### config.mk
export PLATFORM = sky130hd
export DESIGN_NAME = srec_parser
export DESIGN_NICKNAME = d
export VERILOG_FILES = /design/src/rtl/srec_pkg.sv /design/src/rtl/srec_hex_decode.sv /design/src/rtl/srec_cksum.sv /design/src/rtl/srec_parser.sv
export SDC_FILE = /design/constraint.sdc
export NUM_CORES = 1
export LEC_CHECK = 0
export BUFFER_PORTS_ARGS = -buffer_cell sky130_fd_sc_hd__clkbuf_2
export CORE_UTILIZATION = 60
export DETAILED_ROUTE_END_ITERATION = 6
export PLACE_DENSITY_LB_ADDON = 0.15
export SETUP_SLACK_MARGIN = 0.15
export SYNTH_ARGS = -nofsm -noshare
export SYNTH_HDL_FRONTEND = slang
export SYNTH_SLANG_ARGS = --single-unit
### constraint.sdc
create_clock -name clk_i -period 2.58 [get_ports clk_i]
set_input_delay 0.129 -clock clk_i [delete_from_list [all_inputs] [get_ports clk_i]]
set_output_delay 0.129 -clock clk_i [all_outputs]
set_load 0.01 [all_outputs]
### src/rtl/srec_pkg.sv
package srec_pkg;
  typedef enum logic [2:0] {
    ST_IDLE, ST_TYPE, ST_CNT, ST_ADDR, ST_DATA, ST_CK
  } st_e;

  typedef enum logic [1:0] {
    RK_INFO, RK_DATA, RK_TERM
  } kind_e;

  localparam logic [7:0] CH_S = 8'h53;

  typedef struct packed {
    logic       ok;
    kind_e      kind;
    logic [2:0] nab;   // address bytes
  } rtype_t;

  function automatic rtype_t decode_type(input logic [7:0] ch);
    rtype_t r;
    r = '{ok: 1'b1, kind: RK_INFO, nab: 3'd2};
    case (ch)
      8'h30, 8'h35: r = '{ok: 1'b1, kind: RK_INFO, nab: 3'd2};
      8'h31:        r = '{ok: 1'b1, kind: RK_DATA, nab: 3'd2};
      8'h32:        r = '{ok: 1'b1, kind: RK_DATA, nab: 3'd3};
      8'h33:        r = '{ok: 1'b1, kind: RK_DATA, nab: 3'd4};
      8'h37:        r = '{ok: 1'b1, kind: RK_TERM, nab: 3'd4};
      8'h38:        r = '{ok: 1'b1, kind: RK_TERM, nab: 3'd3};
      8'h39:        r = '{ok: 1'b1, kind: RK_TERM, nab: 3'd2};
      default:      r.ok = 1'b0;
    endcase
    return r;
  endfunction
endpackage

### src/rtl/srec_hex_decode.sv
module srec_hex_decode (
  input  logic [7:0] ch_i,
  output logic       hex_o,
  output logic [3:0] val_o
);
  logic [7:0] t;
  always_comb begin
    hex_o = 1'b1;
    t     = 8'd0;
    if (ch_i >= 8'h30 && ch_i <= 8'h39)      t = ch_i - 8'h30;
    else if (ch_i >= 8'h41 && ch_i <= 8'h46) t = ch_i - 8'h37;
    else if (ch_i >= 8'h61 && ch_i <= 8'h66) t = ch_i - 8'h57;
    else                                     hex_o = 1'b0;
    val_o = t[3:0];
  end
endmodule

### src/rtl/srec_cksum.sv
module srec_cksum #(
  parameter int W = 8
) (
  input  logic         clk_i,
  input  logic         rst_ni,
  input  logic         clr_i,
  input  logic         add_i,
  input  logic [W-1:0] byte_i,
  output logic [W-1:0] sum_o
);
  logic [W-1:0] sum_q;
  always_ff @(posedge clk_i or negedge rst_ni) begin
    if (!rst_ni)     sum_q <= '0;
    else if (clr_i)  sum_q <= '0;
    else if (add_i)  sum_q <= sum_q + byte_i;
  end
  assign sum_o = sum_q;
endmodule

### src/rtl/srec_parser.sv
module srec_parser
  import srec_pkg::*;
#(
  parameter int ADDR_W = 32
) (
  input  logic              clk_i,
  input  logic              rst_ni,
  input  logic              rx_valid_i,
  input  logic [7:0]        rx_byte_i,
  output logic              wr_en_o,
  output logic [ADDR_W-1:0] wr_addr_o,
  output logic [7:0]        wr_data_o,
  output logic              busy_o,
  output logic              cksum_err_o
);
  localparam int REC_AW = 32;
  localparam int BYTE_W = 8;

  st_e               state_q;
  kind_e             kind_q;
  logic [2:0]        nab_q, acnt_q;
  logic [BYTE_W-1:0] left_q;
  logic [3:0]        hi_q;
  logic              half_q;
  logic [REC_AW-1:0] addr_q;
  logic              wr_en_q, busy_q, err_q;
  logic [ADDR_W-1:0] wr_addr_q;
  logic [BYTE_W-1:0] wr_data_q;

  logic              is_hex;
  logic [3:0]        nib;
  logic [BYTE_W-1:0] full_byte, sum, left_m1;
  logic              in_byte_st, byte_done, is_s;
  rtype_t            rt;

  srec_hex_decode u_hex (.ch_i(rx_byte_i), .hex_o(is_hex), .val_o(nib));

  assign is_s       = rx_byte_i == CH_S;
  assign rt         = decode_type(rx_byte_i);
  assign full_byte  = {hi_q, nib};
  assign left_m1    = left_q - 8'd1;
  assign in_byte_st = state_q inside {ST_CNT, ST_ADDR, ST_DATA, ST_CK};
  assign byte_done  = rx_valid_i && !is_s && in_byte_st && is_hex && half_q;

  srec_cksum #(.W(BYTE_W)) u_ck (
    .clk_i  (clk_i),
    .rst_ni (rst_ni),
    .clr_i  (rx_valid_i && state_q == ST_TYPE && rt.ok),
    .add_i  (byte_done && state_q != ST_CK),
    .byte_i (full_byte),
    .sum_o  (sum)
  );

  always_ff @(posedge clk_i or negedge rst_ni) begin
    if (!rst_ni) begin
      state_q   <= ST_IDLE;
      kind_q    <= RK_INFO;
      nab_q     <= 3'd0;
      acnt_q    <= 3'd0;
      left_q    <= '0;
      hi_q      <= 4'd0;
      half_q    <= 1'b0;
      addr_q    <= '0;
      wr_en_q   <= 1'b0;
      wr_addr_q <= '0;
      wr_data_q <= '0;
      busy_q    <= 1'b0;
      err_q     <= 1'b0;
    end else begin
      wr_en_q <= 1'b0;
      if (rx_valid_i) begin
        if (is_s) begin
          state_q <= ST_TYPE;
          half_q  <= 1'b0;
        end else if (state_q == ST_TYPE) begin
          half_q <= 1'b0;
          if (rt.ok) begin
            state_q <= ST_CNT;
            kind_q  <= rt.kind;
            nab_q   <= rt.nab;
            if (rt.kind != RK_TERM) busy_q <= 1'b1;
          end else begin
            state_q <= ST_IDLE;
          end
        end else if (in_byte_st) begin
          if (!is_hex) begin
            state_q <= ST_IDLE;
          end else if (!half_q) begin
            hi_q   <= nib;
            half_q <= 1'b1;
          end else begin
            half_q <= 1'b0;
            case (state_q)
              ST_CNT: begin
                left_q <= full_byte;
                addr_q <= '0;
                acnt_q <= 3'd0;
                state_q <= (full_byte < ({5'd0, nab_q} + 8'd1)) ? ST_IDLE : ST_ADDR;
              end
              ST_ADDR: begin
                addr_q <= {addr_q[REC_AW-BYTE_W-1:0], full_byte};
                left_q <= left_m1;
                acnt_q <= acnt_q + 3'd1;
                if (acnt_q + 3'd1 == nab_q)
                  state_q <= (left_m1 == 8'd1) ? ST_CK : ST_DATA;
              end
              ST_DATA: begin
                if (kind_q == RK_DATA) begin
                  wr_en_q   <= 1'b1;
                  wr_addr_q <= addr_q[ADDR_W-1:0];
                  wr_data_q <= full_byte;
                end
                addr_q <= addr_q + 1'b1;
                left_q <= left_m1;
                if (left_m1 == 8'd1) state_q <= ST_CK;
              end
              default: begin  // ST_CK
                if (full_byte != ~sum) err_q <= 1'b1;
                if (kind_q == RK_TERM) busy_q <= 1'b0;
                state_q <= ST_IDLE;
              end
            endcase
          end
        end
      end
    end
  end

  assign wr_en_o     = wr_en_q;
  assign wr_addr_o   = wr_addr_q;
  assign wr_data_o   = wr_data_q;
  assign busy_o      = busy_q;
  assign cksum_err_o = err_q;

  AST_WR_PULSE: assert property (@(posedge clk_i) disable iff (!rst_ni)
    wr_en_o |=> !wr_en_o);
  AST_WR_IN_LOAD: assert property (@(posedge clk_i) disable iff (!rst_ni)
    wr_en_o |-> busy_o);
  AST_WR_CAUSED: assert property (@(posedge clk_i) disable iff (!rst_ni)
    wr_en_o |-> $past(rx_valid_i));
  AST_ERR_STICKY: assert property (@(posedge clk_i) disable iff (!rst_ni)
    cksum_err_o |=> cksum_err_o);
  AST_BUSY_FALL_TERM: assert property (@(posedge clk_i) disable iff (!rst_ni)
    $fell(busy_o) |-> $past(rx_valid_i && state_q == ST_CK && kind_q == RK_TERM));
endmodule

==> results of run 1 <==
==> worst max-delay path by stage <==
stage	start	endpoint	slack, ps	cells past startpoint
after floorplan	rx_byte_i[1]	state_q[1]	-130	13
after global placement	rx_byte_i[1]	state_q[1]	-230	14
after detailed placement	rx_byte_i[1]	u_ck.sum_o[7]	-370	14
after CTS	rx_byte_i[1]	state_q[0]	110	14
after global routing	rx_byte_i[1]	state_q[1]	30	14
final	rx_byte_i[1]	state_q[0]	120	14
==> state kept, by name, summed over array words and instances, names as in the netlist <==
register / cells
wr_en_o: 1
addr_q: 32
wr_data_o: 8
half_q: 1
acnt_q: 3
hi_q: 4
left_q: 8
state_q: 3
kind_q: 2
busy_o: 1
nab_q: 3
u_ck.sum_o: 8
cksum_err_o: 1
wr_addr_o: 32
==> through the flow <==
stage               area (µm²)  total power (W)  worst slack (ps)
global placement          6810          0.00240              -230
global route              7160          0.00377              27.5
detailed placement        6810          0.00242              -367
finish                    7160          0.00362               123
floorplan                 6110          0.00220              -128
CTS                       7110          0.00361               108
==> worst max-delay path, delay by kind of cell <==
| family | cells | cell delay (ps) |
|---|---|---|
| buffers and inverters | 2 | 200 |
| AND/OR/NAND/NOR | 2 | 530 |
| AO/OA/AOI/OAI | 7 | 1120 |
| adder cells (fa/ha/maj) | 2 | 490 |
| multiplexers | 1 | 260 |
==> what timing repair did <==
| item | 4_1_cts | 5_1_grt |
|---|---|---|
| endpoints found under the setup margin | 4 | 4 |
| pin swaps | 13 | 11 |
| resized for setup | 2 | 7 |
| buffers inserted | 5 | 3 |
| hold buffers | 1 | 0 |
| hold endpoints to repair | 35 | 0 |
==> power groups by stage <==
stage | Clock [W] | Combinational, W | Sequential (W)
2_1_floorplan | 0 | 0.000406 | 0.00180
3_3_place_gp | 0 | 0.000589 | 0.00181
3_5_place_dp | 0 | 0.000610 | 0.00181
4_1_cts | 0.00121 | 0.000626 | 0.00178
5_1_grt | 0.00127 | 0.000704 | 0.00179
6_report | 0.00120 | 0.000636 | 0.00178
==> cells by family (layout without fill, tap and decap cells) <==
logic type / after synthesis / count (layout) / synth area share
AO/OA/AOI/OAI: 193 / 193 / 0.197
AND/OR/NAND/NOR: 192 / 192 / 0.164
flip-flops: 107 / 107 / 0.444
buffers and inverters: 59 / 152 / 0.0431
multiplexers: 43 / 43 / 0.0829
adder cells (fa/ha/maj): 21 / 21 / 0.0448
XOR/XNOR: 15 / 15 / 0.0241
==> cell usage after synthesis (7+ instances only) <==
master / count / area (µm²)
dfrtp_1: 107 / 2680
xnor2_1: 8 / 70.1
a31oi_1: 7 / 43.8
ha_1: 20 / 250
a21oi_1: 43 / 215
o21ai_0: 81 / 405
a22oi_1: 7 / 52.6
mux2_2: 36 / 405
nand3_1: 26 / 130
nor4_1: 10 / 62.6
o22ai_1: 8 / 50.1
inv_1: 21 / 78.8
nor2_1: 36 / 135
buf_2: 10 / 50.1
clkbuf_1: 23 / 86.3
and3_1: 7 / 43.8
nor3_1: 15 / 75.1
nand2_1: 55 / 206
==> layer usage <==
layer  GRT usage  vias to the layer above
met5           0                        -
met4       0.160                        0
met3      0.0335                       52
met2       0.524                      212
met1       0.380                     2655
li1            -                     2477
==> area by class of cell <==
class	count	area [µm²]	share of cell area
Inverter	21	82.6	0.0115
Multi-Input combinational cell	464	3210	0.448
Tap cell	133	166	0.0232
Clock inverter	3	68.8	0.00961
Sequential cell	107	2680	0.374
Timing Repair Buffer	116	791	0.110
Clock buffer	12	165	0.0231
==> impl_metrics.py, run 1 <==
metrics = {
    "detailed_routing": {
        "first_pass_iters": 5,
        "routed-wl-met2_um": 7690,
        "vias": 5396,
        "wl_per_cell_um": 17.7,
        "top_layer": "met4",
        "wl_met1_um": 6190,
        "route.detailed.drc": 0,
        "wl_met3_um": 742,
        "drt_iter0_markers": 364,
        "ant_nets": 0,
        "wl_um": 15200,
        "viasPerCell": 6.30,
    },
    "global_route": {
        "grt_max_degree": 52,
        "grt_use_total": 0.305,
        "antenna_found_initial": 0,
        "grt_pass1_vias": 5086,
        "grt_pass1_wl_um": 24600,
        "grt-ovfl-total": 0,
    },
    "setup_path": {
        "slowest_delay_ps": 390,
        "worstPathArrival_ps": 2740,
        "startpoint_type": "input port",
        "reg2regPathDepth": 9,
        "rrSetupSlack_ps": 260,
        "rr_endpoint": "state_q[0]",
        "critPathSlowestCell": "or3b_4",
        "cp_max_fo": 4,
        "path_cells": "buf_8, clkinvlp_4, ha_4, or3b_4, o311ai_4, o21ai_1, o2bb2ai_2, ha_1, a21o_1, a211o_1, nor2_1, a2111o_1, a21oi_1, mux2_4",
        "end_kind": "register",
        "r2r_start": "nab_q[1]",
        "worstPathRequired_ps": 2860,
        "worstSetupPathType": "input port to register",
    },
    "power_and_ir_drop": {
        "p_int_w": 0.00259,
        "power.share.clock": 0.332,
        "power_frac_comb": 0.176,
        "ir_drop_v": 0.000356,
        "leakage_nw": 3.41,
        "switching_share": 0.286,
        "switching_power_w": 0.00104,
        "p_seq_frac": 0.492,
        "power.density_nw_per_um2": 506,
    },
    "cells_and_area": {
        "drive_above_1_share": 0.277,
        "final_common_cell": "dfrtp_1",
        "final_cell_count_no_fill": 856,
        "area_delta_synth_final_pct": 18.6,
        "final_util": 0.732,
        "final_cell_mix": "dfrtp_1, o21ai_0, buf_4, nand2_1, clkbuf_2",
        "layout.nets": 751,
        "fill_cells": 709,
        "antenna_cells": 0,
    },
    "place": {
        "hpwl_um": 10700,
        "gp_congestion": 0.882,
        "port_buffers": 53,
        "dp.cells": 832,
    },
    "run": {
        "drv_cap": 0,
    },
    "logic_synthesis": {
        "synth_ff_type": "dfrtp_1",
        "synth_nets": 662,
        "ys_ff_latch": 107,
        "synthCells": 630,
        "yosysUniqueCellTypes": 69,
        "async_reset_ff_frac": 1.00,
        "synth_area_um2": 6030,
        "synth_edf_count": 0,
        "yosysWarnings": 0,
        "avgSynthCellArea_um2": 9.58,
        "synth_seq_area_share": 0.444,
    },
    "floorplan": {
        "fp.dieH_um": 102,
        "ios": 54,
        "core_area_um2": 9770,
        "rows": 36,
        "dieArea_um2": 10500,
        "start_util": 0.617,
        "die_w_um": 102,
    },
    "clocking": {
        "clk_latency_ps": 380,
        "cts_buffers": 9,
        "cts.sinks": 107,
        "cts_tree": "done",
        "max-clock-path-buffers": 2,
        "clk_pin_slew_ps": 100,
        "root_buffer": "clkbuf_8",
        "htree_levels": 3,
    },
    "outcome": {
        "status": "completed",
    },
    "timing": {
        "hold_viol": 0,
        "final_max_slew_viol_count": 0,
        "finalCritPeriodShare": 0.952,
        "tightestPinTransition_ps": 503,
        "rsz0062_at_grt": "yes",
        "final.setup_skew_ps": 14.8,
        "fmax_ghz": 0.407,
        "setup_tns_ps": 0,
        "fin_crit_ps": 2460,
        "whs_ps": 85.5,
        "finalSetupViolCount": 0,
        "slew_headroom": 0.665,
    },
    "hold_path": {
        "min_path_type": "input port to register",
        "worstHoldStart": "rx_valid_i",
        "hold_depth": 4,
        "worstHoldEndpoint": "half_q",
    },
}
Power figures use the tool's default switching activity.
==> run 2, diff against run 1 <==
--- a/config.mk
+++ b/config.mk
@@ -6,8 +6,9 @@
 export NUM_CORES = 1
 export LEC_CHECK = 0
 export BUFFER_PORTS_ARGS = -buffer_cell sky130_fd_sc_hd__clkbuf_2
-export CORE_UTILIZATION = 60
+export CORE_UTILIZATION = 40
 export DETAILED_ROUTE_END_ITERATION = 6
+export HOLD_SLACK_MARGIN = 0.03
 export PLACE_DENSITY_LB_ADDON = 0.15
 export SETUP_SLACK_MARGIN = 0.15
 export SYNTH_ARGS = -nofsm -noshare
==> run 2 against run 1 <==
Highest routed layer unchanged. Register-to-register slack got worse by 70 ps. The run now ends with design-rule violations left. Flip-flop and latch count did not move. Largest cell class unchanged. Count of clock-buffer cells in the layout fell by 1. Sequential power barely moved. Largest power group unchanged.
==> impl_metrics.py, run 2 (synthesis gave the netlist of run 1 again) <==
metrics = {
    "outcome": {
        "status": "finished with violations",
        "failed_checks": "design-rule violations",
    },
    "setup_path": {
        "critPathBufInv": 4,
        "path_cells": "buf_8, clkinvlp_4, ha_4, o21ba_2, o21ai_4, buf_6, mux2_4, inv_4, ha_4, fa_2, a21o_1, a21oi_2, o21bai_1, a21oi_2, xor2_1, o21ai_1",
        "critical_path.top_delay_family": "compound AO/OA/AOI/OAI gates",
        "end_kind": "register",
        "startpoint_type": "input port",
        "worstPathRequired_ps": 2830,
        "worstSetupPathType": "input port to register",
        "cp_max_fo": 4,
        "worstPathArrival_ps": 2710,
        "path_depth": 16,
        "rrSetupSlack_ps": 190,
        "slowest_delay_ps": 390,
        "critPathSlowestCell": "fa_2",
        "reg2regPathDepth": 9,
    },
    "floorplan": {
        "core_area_um2": 14600,
        "fp.dieH_um": 125,
        "die_w_um": 125,
        "ios": 54,
        "dieArea_um2": 15600,
        "start_util": 0.412,
        "rows": 44,
    },
    "power_and_ir_drop": {
        "power.share.clock": 0.349,
        "p_seq_frac": 0.472,
        "power.density_nw_per_um2": 504,
        "ir_drop_v": 0.000344,
        "leakage_nw": 3.49,
        "power_frac_comb": 0.179,
        "p_int_w": 0.00264,
        "switching_power_w": 0.00111,
        "switching_share": 0.297,
    },
    "clocking": {
        "root_buffer": "clkbuf_16",
        "cts.sinks": 107,
        "cts_tree": "done",
        "clk_latency_ps": 360,
        "htree_levels": 3,
        "cts_buffers": 9,
        "clk_pin_slew_ps": 70,
        "max-clock-path-buffers": 2,
    },
    "global_route": {
        "grt_pass1_wl_um": 25900,
        "antenna_found_initial": 0,
        "grt_pass1_vias": 5144,
        "grt_max_degree": 46,
        "grt_use_total": 0.209,
        "grt-ovfl-total": 0,
    },
    "timing": {
        "slew_headroom": 0.622,
        "tightestPinTransition_ps": 567,
        "fin_ws_ps": 127,
        "finalSetupViolCount": 0,
        "hold_viol": 0,
        "final.setup_skew_ps": 10.3,
        "whs_ps": 117,
        "finalCritPeriodShare": 0.951,
        "fin_crit_ps": 2450,
        "rsz0062_at_grt": "yes",
        "fmax_ghz": 0.408,
        "final_max_slew_viol_count": 0,
    },
    "detailed_routing": {
        "route.detailed.drc": 11,
        "first_pass_iters": 7,
        "vias": 5203,
        "drt_iter0_markers": 389,
        "viasPerCell": 5.66,
        "wl_per_cell_um": 17.0,
        "ant_nets": 0,
        "wl_um": 15700,
    },
    "cells_and_area": {
        "antenna_cells": 0,
        "final_cell_mix": "dfrtp_1, o21ai_0, buf_4, nand2_1, clkbuf_2",
        "final_cell_count_no_fill": 920,
        "fin_area_um2": 7440,
        "drive_above_1_share": 0.296,
        "layout.nets": 763,
        "final_common_cell": "dfrtp_1",
        "area_delta_synth_final_pct": 23.3,
    },
    "place": {
        "dp_worst_setup_slack_ps": -332,
        "place_area_um2": 6920,
        "dp.cells": 889,
        "port_buffers": 53,
        "gp_congestion": 0.870,
        "hpwl_um": 11100,
    },
    "run": {
        "drv_cap": 0,
    },
    "hold_path": {
        "hold_depth": 4,
        "min_path_type": "input port to register",
    },
}
-- run 2: changes by cell type in the layout (fill, tap and decap cells not counted), moves of 3 or more --
cell / change
a21oi_1: -3
a21oi_2: +3
buf_4: +9
buf_6: +3
clkbuf_16: +9
clkbuf_8: -12
ha_1: -3
ha_4: +4
-- run 2: final cells by class --
cell class,count,area (µm²)
inverters,21,85.1
fillers,1354,7200
repair buffers,128,892
well taps,184,230
clock buffers,11,233
flip-flops and latches,107,2680
multi-input cells,464,3290
clock inverters,5,38.8
-- run 2: path summary, 6_finish.rpt --
check | endpoint | startpoint
hold / removal | half_q | rx_valid_i
hold reg to reg | wr_addr_o[9] | wr_addr_o[9]
max in group asynchronous | wr_addr_o[20] | rst_ni
setup reg to reg | state_q[1] | nab_q[1]
min in group asynchronous | addr_q[0] | rst_ni
setup / recovery | u_ck.sum_o[6] | rx_byte_i[1]
-- run 2: power groups by stage --
| stage | sequential, W | combinational [W] | clock (W) |
|---|---|---|---|
| after CTS | 0.00177 | 0.000653 | 0.00133 |
| after floorplan | 0.00180 | 0.000406 | 0 |
| after global placement | 0.00180 | 0.000629 | 0 |
| after detailed placement | 0.00181 | 0.000642 | 0 |
| after global routing | 0.00178 | 0.000745 | 0.00141 |
| final | 0.00177 | 0.000672 | 0.00131 |
-- run 2: per-stage QoR --
stage	util	TNS (ps)	power (W)
4_1_cts	0.495	0	0.00376
6_report	0.508	0	0.00375
3_3_place_gp	0.472	-790	0.00243
2_1_floorplan	-	-442	0.00220
3_5_place_dp	0.472	-1270	0.00245
5_1_grt	0.508	-26.2	0.00393
-- run 2: metal layers --
metal  GRT usage  share of wire  wire [µm]
met2       0.365           0.50       7770
met1       0.261           0.45       6980
met5           0              0          0
met3      0.0344          0.038        591
met4      0.0717          0.020        316
-- run 2: worst min-delay path, delay by kind of cell --
family / cells / cell delay, ps
compound gates: 1 / 80
simple gates: 2 / 100
buf+inv: 1 / 130
-- run 2: repair_timing --
action | in CTS | in global routing
hold buffers | 1 | 0
pin swaps | 7 | 14
endpoints found under the setup margin | 3 | 5
hold endpoints to repair | 39 | 0
cloned | 0 | 0
gates resized for setup | 1 | 24
setup buffers | 6 | 8
